--- config.mk ---
export PLATFORM = sky130hd
export DESIGN_NAME = frac_clk_div
export DESIGN_NICKNAME = d
export VERILOG_FILES = /design/src/rtl/frac_div_pkg.sv /design/src/rtl/frac_div_regs.sv /design/src/rtl/frac_div_noise.sv /design/src/rtl/frac_div_period.sv /design/src/rtl/frac_clk_div.sv
export SDC_FILE = /design/constraint.sdc
export NUM_CORES = 1
export LEC_CHECK = 0
export ABC_CLOCK_PERIOD_IN_PS = 9100
export BUFFER_PORTS_ARGS = -buffer_cell sky130_fd_sc_hd__buf_2
export CAP_MARGIN = 0
export CORE_ASPECT_RATIO = 1.75
export CORE_UTILIZATION = 35
export DETAILED_ROUTE_END_ITERATION = 10
export HOLD_SLACK_MARGIN = 0.02
export PLACE_DENSITY = 0.58
export SYNTH_ARGS = -nofsm -noshare
export SYNTH_HDL_FRONTEND = slang
export SYNTH_SLANG_ARGS = --single-unit
--- constraint.sdc ---
create_clock -name clk -period 9.1 [get_ports clk]
set_clock_uncertainty 0.1 [all_clocks]
set_input_delay 1.365 -clock clk [delete_from_list [all_inputs] [get_ports clk]]
set_output_delay 1.365 -clock clk [all_outputs]
set_load 0.01 [all_outputs]
--- src/rtl/frac_div_pkg.sv ---
package frac_div_pkg;

  typedef enum logic [1:0] {
    ORD0 = 2'd0,
    ORD1 = 2'd1,
    ORD2 = 2'd2,
    ORD3 = 2'd3
  } mash_order_e;

  localparam int CTL_SRC_LSB  = 0;
  localparam int CTL_EN_BIT   = 4;
  localparam int CTL_ORD_LSB  = 9;

  // smallest integer divisor that keeps every period at two cycles or more
  function automatic int unsigned int_floor(mash_order_e ord);
    case (ord)
      ORD2:    return 3;
      ORD3:    return 5;
      default: return 2;
    endcase
  endfunction

endpackage

--- src/rtl/frac_div_regs.sv ---
module frac_div_regs
  import frac_div_pkg::*;
#(
  parameter int INT_W  = 12,
  parameter int FRAC_W = 12,
  parameter int SRC_W  = 4
) (
  input  logic              clk,
  input  logic              rst_n,
  input  logic              cfg_wr,
  input  logic              cfg_sel,
  input  logic [31:0]       cfg_wdata,
  output logic [SRC_W-1:0]  src_sel,
  output logic              run_en,
  output mash_order_e       order,
  output logic [INT_W-1:0]  n_int,
  output logic [FRAC_W-1:0] frac,
  output logic              div_wr
);

  localparam int DIV_MSB = FRAC_W + INT_W - 1;

  always_ff @(posedge clk or negedge rst_n) begin
    if (!rst_n) begin
      src_sel <= '0;
      run_en  <= 1'b0;
      order   <= ORD0;
    end else if (cfg_wr && !cfg_sel) begin
      src_sel <= cfg_wdata[CTL_SRC_LSB +: SRC_W];
      run_en  <= cfg_wdata[CTL_EN_BIT];
      order   <= mash_order_e'(cfg_wdata[CTL_ORD_LSB +: 2]);
    end
  end

  always_ff @(posedge clk or negedge rst_n) begin
    if (!rst_n) begin
      n_int <= '0;
      frac  <= '0;
    end else if (cfg_wr && cfg_sel) begin
      n_int <= cfg_wdata[DIV_MSB:FRAC_W];
      frac  <= cfg_wdata[FRAC_W-1:0];
    end
  end

  assign div_wr = cfg_wr && cfg_sel;

  generate
    if (DIV_MSB < 31) begin : g_spare
      logic unused_hi;
      assign unused_hi = ^cfg_wdata[31:DIV_MSB+1];
    end
  endgenerate

endmodule

--- src/rtl/frac_div_noise.sv ---
module frac_div_noise
  import frac_div_pkg::*;
#(
  parameter int FRAC_W = 12
) (
  input  logic              clk,
  input  logic              rst_n,
  input  logic              clr,
  input  logic              step,
  input  mash_order_e       order,
  input  logic [FRAC_W-1:0] frac,
  output logic signed [3:0] delta
);

  localparam int STAGES = 3;
  localparam int HIST   = 3;

  logic [STAGES-1:0][FRAC_W:0]  sum;
  logic [STAGES-1:0][HIST-1:0]  cy_all;

  generate
    for (genvar s = 0; s < STAGES; s++) begin : g_stage
      logic [FRAC_W-1:0] addend;
      logic [FRAC_W-1:0] acc_q;
      logic [HIST-1:0]   cy_q;

      if (s == 0) begin : g_head
        assign addend = (order == ORD0) ? '0 : frac;
      end else begin : g_tail
        assign addend = sum[s-1][FRAC_W-1:0];
      end

      assign sum[s]    = {1'b0, acc_q} + {1'b0, addend};
      assign cy_all[s] = cy_q;

      // bit 0 holds the newest carry, higher bits hold older ones
      always_ff @(posedge clk or negedge rst_n) begin
        if (!rst_n) begin
          acc_q <= '0;
          cy_q  <= '0;
        end else if (clr) begin
          acc_q <= '0;
          cy_q  <= '0;
        end else if (step) begin
          acc_q <= sum[s][FRAC_W-1:0];
          cy_q  <= {cy_q[HIST-2:0], sum[s][FRAC_W]};
        end
      end
    end
  endgenerate

  always_comb begin
    int d1;
    int d2;
    int d3;
    int tot;
    d1 = int'(cy_all[0][0]);
    d2 = int'(cy_all[1][0]) - int'(cy_all[1][1]);
    d3 = int'(cy_all[2][0]) - 2 * int'(cy_all[2][1]) + int'(cy_all[2][2]);
    case (order)
      ORD0:    tot = 0;
      ORD1:    tot = d1;
      ORD2:    tot = d1 + d2;
      default: tot = d1 + d2 + d3;
    endcase
    delta = 4'(tot);
  end

endmodule

--- src/rtl/frac_div_period.sv ---
module frac_div_period
  import frac_div_pkg::*;
#(
  parameter int INT_W = 12
) (
  input  logic              clk,
  input  logic              rst_n,
  input  logic              run_en,
  input  mash_order_e       order,
  input  logic [INT_W-1:0]  n_int,
  input  logic signed [3:0] delta,
  output logic              clk_out,
  output logic              load,
  output logic              running,
  output logic [INT_W+1:0]  plen
);

  localparam int PW = INT_W + 2;

  logic [INT_W-1:0] floor_v;
  logic [INT_W-1:0] n_eff;
  logic [PW-1:0]    p_next;
  logic [PW-1:0]    pos;
  logic [PW-1:0]    half;
  logic             last;

  assign floor_v = INT_W'(int_floor(order));
  assign n_eff   = (n_int < floor_v) ? floor_v : n_int;
  assign p_next  = PW'(n_eff) + {{(PW-4){delta[3]}}, delta};
  assign last    = (pos == plen - PW'(1));
  assign load    = run_en && (!running || last);

  always_ff @(posedge clk or negedge rst_n) begin
    if (!rst_n) begin
      running <= 1'b0;
      clk_out <= 1'b0;
      pos     <= '0;
      plen    <= '0;
      half    <= '0;
    end else if (load) begin
      running <= 1'b1;
      clk_out <= 1'b1;
      pos     <= '0;
      plen    <= p_next;
      half    <= p_next >> 1;
    end else if (running) begin
      if (last) begin
        running <= 1'b0;
        clk_out <= 1'b0;
        pos     <= '0;
      end else begin
        pos     <= pos + PW'(1);
        clk_out <= (pos + PW'(1)) < half;
      end
    end
  end

endmodule

--- src/rtl/frac_clk_div.sv ---
module frac_clk_div
  import frac_div_pkg::*;
#(
  parameter int INT_W  = 12,
  parameter int FRAC_W = 12,
  parameter int SRC_W  = 4
) (
  input  logic             clk,
  input  logic             rst_n,
  input  logic             cfg_wr,
  input  logic             cfg_sel,
  input  logic [31:0]      cfg_wdata,
  output logic [SRC_W-1:0] src_sel,
  output logic             clk_out
);

  logic              run_en;
  mash_order_e       order;
  logic [INT_W-1:0]  n_int;
  logic [FRAC_W-1:0] frac;
  logic              div_wr;
  logic signed [3:0] delta;
  logic              load;
  logic              running;
  logic [INT_W+1:0]  plen;
  logic              shaper_clr;

  assign shaper_clr = !running || div_wr;

  frac_div_regs #(.INT_W(INT_W), .FRAC_W(FRAC_W), .SRC_W(SRC_W)) u_regs (
    .clk(clk), .rst_n(rst_n), .cfg_wr(cfg_wr), .cfg_sel(cfg_sel),
    .cfg_wdata(cfg_wdata), .src_sel(src_sel), .run_en(run_en),
    .order(order), .n_int(n_int), .frac(frac), .div_wr(div_wr)
  );

  frac_div_noise #(.FRAC_W(FRAC_W)) u_noise (
    .clk(clk), .rst_n(rst_n), .clr(shaper_clr), .step(load),
    .order(order), .frac(frac), .delta(delta)
  );

  frac_div_period #(.INT_W(INT_W)) u_period (
    .clk(clk), .rst_n(rst_n), .run_en(run_en), .order(order),
    .n_int(n_int), .delta(delta), .clk_out(clk_out), .load(load),
    .running(running), .plen(plen)
  );

endmodule

==> flow_metrics.tcl <==
set metrics [dict create \
    outcome "finished clean" \
    start_util_pct 35.5 \
    ys_ff_latch 103 \
    multi_input_area_sq_mm 0.00464 \
    vias 5701 \
    track_usage_pct 16.1 \
    worst_ep_required_time_ps 9230 \
    worst_pin_slew_ps 1030 \
    synth_top_flop_cell "dfrtp_1" \
    end_kind "flop" \
    leakage_nw 3.85 \
    p_sw_share_pct 37.4 \
    core_sq_mm 0.0214 \
    antenna_cells 0 \
    grt-ovfl-total 0 \
    hold_slack_ps 402 \
    port_buffers 32 \
    drv_cap 0 \
    synth_edf_count 0 \
    dieArea_sq_mm 0.0223 \
    post-route-min-period_ps 5470 \
    die_w_um 113 \
    grt_start_max_net_pins 78 \
    p_per_area_mw_per_mm2 209 \
    intPower_mw 1.08 \
    p_comb_share_pct 38.3 \
    netlist_instances 803 \
    critPathLaunchType "flop" \
    avgSynthCellArea_sq_um 9.46 \
    syn_to_final_growth_pct 9.10 \
    slew_headroom_pct 31.5 \
    seqPwrFrac_pct 36.5 \
    maxSlewViolCount 0 \
    p_sw_uw 647 \
    place.gp.congestion 0.868 \
    finalSetupViolCount 0 \
    first_global_vias 5763 \
    nets 931 \
    timing.critical_path.mode_cell "nor2_1" \
    final_cells 1114 \
    drt_first_iter_violations 185 \
    critPathArrivalTime_ps 5600 \
    nFillCells 2201 \
    fin_crit_sh_pct 60.1 \
    cts_sinks 103 \
    clockBufferDepth 2 \
    io_pins 41 \
    hold_class "reg -> reg" \
    ant_nets 0 \
    ir_worst_vdd_v 0.000105 \
    max_freq_mhz 183 \
    path_clk_slew_ps 80 \
    core.rowCount 71 \
    die_y_um 197 \
    rsz0062_at_grt "no" \
    finalHoldViolCount 0 \
    dp.cells 1098 \
    drt-total-wl_um 16900 \
    drt_pass1_iterations 4 \
    synth.distinct_cells 60 \
    path_class "reg -> reg" \
    worst_slack_ps 3630 \
    syn-num-nets 917 \
    crit_slowest_cell "nor2_1" \
    wl_per_cell_um 15.2 \
    cts_setup_buffers 0 \
    viasPerCell 5.12 \
    insertion_delay_ps 360 \
    worst_path_largest_cell_delay_ps 650 \
    yosys_warnings 0 \
    grt_pass1_wl_um 28000 \
    hpwl_um 12800 \
    dp_slack_ps 3630 \
    drcViolationCount 0 \
    cts_tree "done" \
    root_buffer "clkbuf_16" \
    async_reset_ff_share_pct 100 \
    regArea_sq_mm 0.00258 \
    cts_resized 0 \
    final_layout_size_suffix_gt1_share_pct 11.9 \
    synth_area_sq_mm 0.00759 \
    htreeDepth 3 \
    crit_path_max_fanout 12 \
    cp_cell_sequence "nor2_1 > nor2b_1 > ha_1 > fa_1 > a211oi_1 > nor2_1 > o21a_1 > nor2_1 > xnor2_1 > ha_1 > or2_2 > a21oi_1 > a21oi_1 > o311ai_0 > ha_1 > o21a_1 > nor2_1 > a21oi_1 > xor2_1 > mux2i_1 > nor2_1" \
    cts_buffers 9 \
    ctsHoldBuffers 0 \
    setup_tns_ps 0 \
    ys_seq_area_share_pct 33.9 \
    antenna_found_initial 0 \
    clock_power_share_pct 25.1 \
]
## routing by layer
| metal | track usage, % | up-vias | wire length [um] |
|---|---|---|---|
| met5 | 0 | - | 0 |
| met4 | 7.50 | 0 | 476 |
| met3 | 2.28 | 22 | 218 |
| met2 | 31.2 | 52 | 9410 |
| met1 | 16.8 | 2736 | 6780 |
| li1 | - | 2891 | - |
## state kept, by name, summed over array words and instances (netlist names), 2 cells and up
name and cells:
u_regs.order 2, u_regs.frac 12, u_period.pos 14, u_noise.g_stage.cy_q 6
u_regs.n_int 12, u_regs.src_sel 4, u_period.plen 14, u_noise.g_stage.acc_q 36
## metrics by stage
stage	instance area [sq um]	power [mW]	util, %
finish	8280	1.73	38.7
global route	8280	1.87	38.7
CTS	8280	1.76	38.7
floorplan	7590	1.13	-
detailed placement	7960	1.31	37.2
global placement	7960	1.29	37.2
## worst max-delay path, delay by kind of cell, from the launching register on
| kind | cells | cell delay, ps |
|---|---|---|
| muxes | 1 | 130 |
| AOI/OAI and AO/OA | 7 | 1400 |
| xor gates and xnor gates | 2 | 350 |
| and+or+nand+nor | 7 | 1440 |
| adders and majority gates | 4 | 1420 |
| DFF | 1 | 480 |
## cell usage in the layout (no fill, tap or decap), types with 16 or more instances in the layout
master	instances
a21o_1	16
a21oi_1	32
buf_2	31
dfrtp_1	103
ha_1	72
inv_1	47
mux2_2	34
mux2i_1	50
nand2_1	47
nand3_1	29
nor2_1	71
nor2b_1	23
nor3_1	18
o21ai_0	39
xnor2_1	34
xor2_1	19
## synthesized netlist by cell type, drive strengths merged (9+ instances only)
cell type | instances | share of area, %
o21ai | 39 | 2.6
dfrtp | 103 | 34
xor2 | 19 | 2.2
o21a | 13 | 1.3
ha | 72 | 12
mux2i | 50 | 6.6
nor3 | 18 | 1.2
nand2b | 13 | 1.1
a211oi | 9 | 0.89
clkbuf | 25 | 1.2
nand3 | 29 | 1.9
a21o | 16 | 1.6
a31oi | 12 | 0.99
nor2 | 71 | 3.5
a21oi | 33 | 2.2
xnor2 | 34 | 3.9
inv | 47 | 2.3
mux2 | 34 | 5.0
nand2 | 47 | 2.3
nor2b | 23 | 1.9
## path summary, 6_finish.rpt
kind	startpoint	to	depth (start not counted)	slack [ps]
worst min-delay path	u_regs.frac[3]	u_regs.frac[3]	1	400
worst max register to register	u_regs.order[0]	u_noise.g_stage[2].acc_q[11]	21	3630
worst min register to register	u_regs.frac[3]	u_regs.frac[3]	1	400
worst max-delay path	u_regs.order[0]	u_noise.g_stage[2].acc_q[11]	21	3630
min in group asynchronous	rst_n	u_noise.g_stage[2].acc_q[5]	1	820
max in group asynchronous	rst_n	u_regs.n_int[10]	2	6760
## power by group through the flow
stage	Clock (mW)	Combinational, mW	Sequential, mW
floorplan	0	0.542	0.590
global placement	0	0.656	0.639
detailed placement	0	0.667	0.640
CTS	0.452	0.672	0.631
global route	0.469	0.754	0.645
finish	0.435	0.662	0.631
## cell type report
cell class	instances	area share (%)
inverter	48	2.17
timing repair buffer	36	2.33
sequential	103	31.1
clock inverter	7	1.25
clock buffer	9	2.72
tap	292	4.41
multi-input combinational	619	56.0
## cell families after synthesis
family / synth area share, %
and+or+nand+nor: 15.8
muxes: 11.6
adders and majority gates: 13.4
buffers and inverters: 4.98
DFF: 33.9
AOI/OAI and AO/OA: 13.8
xor gates and xnor gates: 6.41
Note: power is estimated with default switching activity, not from simulation.
